===== src/rtl/qdec_front.sv =====
module qdec_front #(
  parameter int SYNC_STAGES = 2
) (
  input  logic       clk,
  input  logic       rst_n,
  input  logic       pin_a,
  input  logic       pin_b,
  input  logic       pin_idx,
  input  logic [1:0] func_sel,
  input  logic       ab_en,
  input  logic       idx_pol,
  input  logic       idx_sync_req,
  input  logic       err_clr,
  output logic       cnt_up,
  output logic       cnt_dn,
  output logic       idx_evt,
  output logic       dir_up,
  output logic       noise_err,
  output logic       sync_active
);
  localparam int TOP = SYNC_STAGES - 1;
  localparam logic [1:0] F_PULSE = 2'd0;
  localparam logic [1:0] F_X1    = 2'd1;
  localparam logic [1:0] F_X2    = 2'd2;

  logic [TOP:0] sa, sb, si;
  logic a_s, b_s, i_s, a_q, b_q, qual_q;
  logic da, db, step, noise, fwd, bwd, rise_a;
  logic up_nx, dn_nx, act, qual;

  always_ff @(posedge clk) begin
    if (!rst_n) begin
      sa <= '0;
      sb <= '0;
      si <= '0;
    end else begin
      sa <= {sa[TOP-1:0], pin_a};
      sb <= {sb[TOP-1:0], pin_b};
      si <= {si[TOP-1:0], pin_idx};
    end
  end

  assign a_s = sa[TOP];
  assign b_s = sb[TOP];
  assign i_s = si[TOP];

  assign da     = a_s ^ a_q;
  assign db     = b_s ^ b_q;
  assign step   = da ^ db;
  assign noise  = da & db;
  assign fwd    = step & (da ? (a_s ^ b_s) : ~(a_s ^ b_s));
  assign bwd    = step & ~fwd;
  assign rise_a = da & ~db & a_s;

  always_comb begin
    up_nx = 1'b0;
    dn_nx = 1'b0;
    case (func_sel)
      F_PULSE: begin
        up_nx = rise_a & b_s;
        dn_nx = rise_a & ~b_s;
      end
      F_X1: begin
        up_nx = rise_a & ~b_s;
        dn_nx = da & ~db & ~a_s & ~b_s;
      end
      F_X2: begin
        up_nx = da & fwd;
        dn_nx = da & bwd;
      end
      default: begin
        up_nx = fwd;
        dn_nx = bwd;
      end
    endcase
  end

  assign sync_active = idx_sync_req & (func_sel != F_PULSE);
  assign act  = idx_pol ? i_s : ~i_s;
  assign qual = act & (~sync_active | (a_s & b_s));

  always_ff @(posedge clk) begin
    if (!rst_n) begin
      a_q       <= 1'b0;
      b_q       <= 1'b0;
      qual_q    <= 1'b1;
      cnt_up    <= 1'b0;
      cnt_dn    <= 1'b0;
      idx_evt   <= 1'b0;
      dir_up    <= 1'b1;
      noise_err <= 1'b0;
    end else begin
      a_q     <= a_s;
      b_q     <= b_s;
      qual_q  <= qual;
      cnt_up  <= ab_en & up_nx;
      cnt_dn  <= ab_en & dn_nx;
      idx_evt <= qual & ~qual_q;
      if (ab_en) begin
        if (func_sel == F_PULSE) begin
          if (rise_a) dir_up <= b_s;
        end else if (step) begin
          dir_up <= fwd;
        end
      end
      if (ab_en & noise) noise_err <= 1'b1;
      else if (err_clr)  noise_err <= 1'b0;
    end
  end
endmodule



===== config.mk =====
export PLATFORM = sky130hd
export DESIGN_NAME = qdec_front
export DESIGN_NICKNAME = d
export VERILOG_FILES = /design/src/rtl/qdec_front.sv
export SDC_FILE = /design/constraint.sdc
export NUM_CORES = 1
export LEC_CHECK = 0
export ABC_AREA = 1
export CAP_MARGIN = 20
export CORE_MARGIN = 2
export CORE_UTILIZATION = 49
export DETAILED_ROUTE_END_ITERATION = 8
export GPL_TIMING_DRIVEN = 0
export PLACE_DENSITY = 0.8
export RECOVER_POWER = 100
export SYNTH_ARGS = -nofsm -noshare
export SYNTH_HDL_FRONTEND = slang
export SYNTH_SLANG_ARGS = --single-unit

===== constraint.sdc =====
create_clock -name clk -period 2.49 [get_ports clk]
set_input_delay 0.3735 -clock clk [delete_from_list [all_inputs] [get_ports clk]]
set_output_delay 0.3735 -clock clk [all_outputs]
set_load 0.02 [all_outputs]

Word-level counts from Yosys, hierarchy flattened
Cells that the tools add are included.
Widths: inputs -> output; s select.
{"block": "op_classes", "mux": 9, "div": 0, "bitwise_logic": 31, "mul": 0, "order_cmp": 0, "eq_ne": 3, "n_addsub": 0, "shift": 0, "n_reduce_logical": 5}
{"cell": "$and 1x1->1", "n": 18}
{"cell": "$not 1->1", "n": 8}
{"cell": "$mux 1", "n": 7}
{"cell": "$pmux 1 s3", "n": 2}
{"cell": "$reduce_bool 2->1", "n": 3}
{"cell": "$xor 1x1->1", "n": 4}
{"cell": "$reduce_and 3->1", "n": 1}
{"cell": "$eq 2x1->1 const B", "n": 1}
{"cell": "$eq 2x2->1 const B", "n": 1}
{"cell": "$logic_not 2->1", "n": 1}
{"cell": "$ne 2x2->1 const B", "n": 1}
{"cell": "$or 1x1->1", "n": 1}
{"block": "word_totals", "inputBits": 11, "mem_bits_ro": 0, "elab_cells": 59, "memories": 0, "latch_bits": 0, "output_inout_bits": 6, "register_bits": 14, "ram_bits": 0}

Longest topological paths before layout
{"block": "logic_depth", "depth_word": 9, "mapped_depth": 10, "ltp_nobuf": 10}

Worst setup path before layout
No wires, ideal clock.
{"block": "synth_path", "path_kind": "register -> register", "startpoint": "register sb[1]", "endpoint": "register dir_up", "path_buffers": 0, "arrival_ns": 1.258, "stages_incl_launch_ff": 9, "setup_time_ns": 0.115, "t_required_ns": 2.375, "slack_ns": 1.118, "path_cell_list": "dfxtp_1 > xor2_1 > inv_1 > ha_1 > inv_1 > o211ai_1 > inv_1 > nand2_1 > nand2_1"}
{"block": "synth_via", "elab_chain_len": 6}
{"item": "start, declared", "line_no": "26", "source": "logic [TOP:0] sa, sb, si;"}
{"item": "start signal, assigned", "line_no": "38", "source": "sb <= {sb[TOP-1:0], pin_b};"}
{"item": "$xor 1x1->1, on equally long branches", "line_no": "48, 51"}
{"item": "$not 1->1, on equally long branches", "line_no": "53, 51"}
{"item": "$and 1x1->1 or $mux 1 (tied branches)", "line_no": "53, 51"}
{"item": "$and 1x1->1, on equally long branches", "line_no": "53, 51"}
{"item": "$ne 2x2->1 (no source line) or $mux 1 (tied branches)"}
{"item": "$reduce_and 3->1 (no source line) or $mux 1 (tied branches)"}
{"item": "end signal, assigned", "line_no": "101", "source": "if (rise_a) dir_up <= b_s;"}
{"item": "end signal, assigned", "line_no": "103", "source": "dir_up <= fwd;"}
{"item": "end, declared", "line_no": "17", "source": "output logic dir_up,"}
Parallel ways exist; a longest one is shown, timed or not. The select of a mux whose other input is x is not followed.
A chain may end at the register's enable or synchronous reset.

Final worst setup path
{"block": "layout_path", "startpoint": "input port func_sel[1]", "endpoint": "output port sync_active"}
{"block": "layout_via", "elab_chain_len": 2}
{"item": "start, declared", "line_no": "9", "source": "input logic [1:0] func_sel,"}
{"item": "$reduce_bool 2->1", "line_no": "78", "source": "assign sync_active = idx_sync_req & (func_sel != F_PULSE);"}
{"item": "$and 1x1->1", "line_no": "78"}
{"item": "end, declared", "line_no": "19", "source": "output logic sync_active"}
Every way passes these cells.

==> out/qor.yml <==
clock-root-buffer: "clkbuf_4"
reg2regPathDepth: 8
syn_to_final_growth_pct: 32.9
clockBufferDepth: 2
place_area_um2: 826
min_to: "idx_evt"
vias_per_cell: 4.69
drv_cap: 0
grt.overflow.total: 0
fin_area_um2: 860
synth.ff_latch_count: 14
crit_buf_inv: 2
cp_slowest_cell: "dlygate4sd3_1"
cp_cell_sequence: "dlygate4sd3_1, nor2_4, nor2_1, dlygate4sd3_1"
avgSynthCellArea_um2: 7.11
fp.coreArea_um2: 1270
grt.total_usage_pct: 18.9
die-area_um2: 1630
hold_path_startpoint: "qual_q"
seqPwrFrac_pct: 49.6
drt-total-wl_um: 1280
regToRegSetupSlack_ns: 0.87
cp.required_ns: 2.12
cts_hold_buf: 0
setup_violations: 0
drive_above_1_share_pct: 6.31
wl_met2_um: 619
vias: 591
drt_drc_violations_left: 0
firstDrtPassIters: 4
routabilityCongestion: 0.763
dp_hpwl_um: 966
hold_violations: 0
peakVddDrop_mv: 0.347
first_global_vias: 501
antenna_cells: 0
clk_pin_slew_worst_paths_ns: 0.08
grt_pass1_wl_um: 1990
rows: 13
fin_setup_tns_ns: 0
grt_antenna_before_repair: 0
power_frac_clock_pct: 34.9
synth_area_um2: 647
fin_crit_sh_pct: 91.0
p_sw_w: 0.000122
worst_pin_slew_ns: 0.422
h-tree-depth: 1
min_path_type: "reg2reg"
nNetsFinal: 125
cp-start-kind: "input port"
syn_inst: 91
cts.sinks: 14
postCtsResizedCells: 0
drv_slew: 0
relSlewSlack_pct: 71.9
cts_made_buffers: 3
seq_area_frac_synth_pct: 43.3
fin_ws_ns: 0.223
crit_top_cell: "dlygate4sd3_1"
initialDrtViolationCount: 20
worstSkewPairLatency_ns: 0.29
crit_family: "buffers and inverters"
power_density_nw_per_um2: 557
netSwitchingFraction_pct: 25.5
min_path_cells: 1
r2r-start: "sa[1]"
die_x_um: 40.3
end_kind: "primary output"
wl_per_cell_um: 10.1
path_class: "in2out"
top_layer: "met4"
synth_fp_nets: 104
cts_setup_buffers: 0
p_int_w: 0.000357
fin_worst_skew_ns: 0.00770
r2r_end: "dir_up"
pre_cts_slack_ns: 0.393
status: "finished clean"
worstSetupPathDepth: 4
comb_power_share_pct: 15.4
yosysWarnings: 0
met3_length_um: 79
arrival_ns: 1.89
totalPowerFinal_w: 0.000479
max_freq_mhz: 441
fp.dieH_um: 40.3
p_leak_nw: 0.458
cts_tree: "done"
io_buffers: 16
ant_nets: 0
wl_met1_um: 557
fin_crit_ns: 2.27
cp_slowest_stage_delay_ns: 0.64
critPathMaxFanout: 7
grt_max_degree: 11
synth_cell_types: 20
ios: 17
rsz0062_at_grt: "no"
start_util_pct: 51.0
-- cell usage after synthesis --
library cell	n	share of area (%)
xnor2_1	1	1.4
nand2_1	24	14
nand4_1	1	0.97
xor2_1	1	1.4
o21ai_0	2	1.5
nor2_1	7	4.1
o211ai_1	1	1.2
nor3_1	1	0.77
nand2_2	1	0.97
nand3_2	2	3.1
inv_2	1	0.58
dfxtp_1	14	43
nor2_4	1	1.7
inv_1	22	13
a21oi_1	2	1.5
o32ai_1	1	1.4
clkbuf_1	1	0.58
o31ai_1	1	1.2
ha_1	2	3.9
nand3_1	5	3.9
-- metal layers --
layer | track usage, % | vias up
met4 | 10.0 | 0
met2 | 34.1 | 16
met5 | 0 | -
met1 | 19.7 | 260
met3 | 5.00 | 3
li1 | - | 312
-- logic make-up after synthesis --
| group | Yosys count | share of synthesized area [%] |
|---|---|---|
| flip-flops | 14 | 43.3 |
| XOR/XNOR | 2 | 2.71 |
| buffers and inverters | 24 | 13.9 |
| AO/OA/AOI/OAI | 7 | 6.77 |
| AND/OR/NAND/NOR | 42 | 29.4 |
| adder cells (fa/ha/maj) | 2 | 3.87 |
-- per-stage QoR --
step | instances | hold WS (ns) | utilization (%)
final | 126 | 0.393 | 67.8
after global routing | 126 | 0.417 | 67.8
after CTS | 126 | 0.397 | 67.9
after detailed placement | 122 | 0.385 | 65.1
after global placement | 122 | 0.381 | 65.1
after floorplan | 91 | 0.376 | -
-- power by group through the flow --
| stage | combinational [W] | clock (W) | sequential, W |
|---|---|---|---|
| after global routing | 0.0000818 | 0.000178 | 0.000239 |
| after floorplan | 0.0000391 | 0 | 0.000246 |
| after global placement | 0.0000724 | 0 | 0.000243 |
| after detailed placement | 0.0000752 | 0 | 0.000243 |
| after CTS | 0.0000765 | 0.000171 | 0.000238 |
| final | 0.0000740 | 0.000167 | 0.000238 |
-- state kept, by name, summed over array words and instances (netlist names) --
name	cells
sb	2
noise_err	1
b_q	1
idx_evt	1
cnt_up	1
qual_q	1
dir_up	1
cnt_dn	1
sa	2
a_q	1
si	2
-- cell type report --
cell class / instances / area, um2
clock buffer: 4 / 36.3
timing repair buffer: 16 / 160
inverter: 23 / 86.3
tap: 15 / 18.8
buffer: 1 / 3.75
sequential: 14 / 280
fill: 112 / 409
multi-input combinational: 53 / 274
-- cells in the final DEF (no fill, tap or decap), types with 2 or more instances in the layout --
cell type	n
nand2_1	25
clkdlybuf4s50_1	8
dlygate4sd3_1	8
a21oi_1	2
inv_1	23
dfxtp_1	14
nand3_1	5
nor2_1	7
o21ai_0	2
ha_1	2
nand3_2	2
clkbuf_4	3
-- worst reg2reg max path: cells and delay by family (launching register included) --
family / cells / cell delay (ns)
AOI/OAI and AO/OA: 2 / 0.27
and+or+nand+nor: 3 / 0.29
adders and majority gates: 1 / 0.31
buffers and inverters: 2 / 0.23
DFF: 1 / 0.43
-- worst max-delay path by stage --
stage                start          end  slack, ns
5_1_grt        func_sel[1]  sync_active       0.18
2_1_floorplan        sb[1]       dir_up       1.12
3_5_place_dp   func_sel[1]  sync_active       0.39
3_3_place_gp   func_sel[1]  sync_active       0.40
4_1_cts        func_sel[1]  sync_active       0.39
6_report       func_sel[1]  sync_active       0.22
Note: power is estimated with default switching activity, not from simulation.
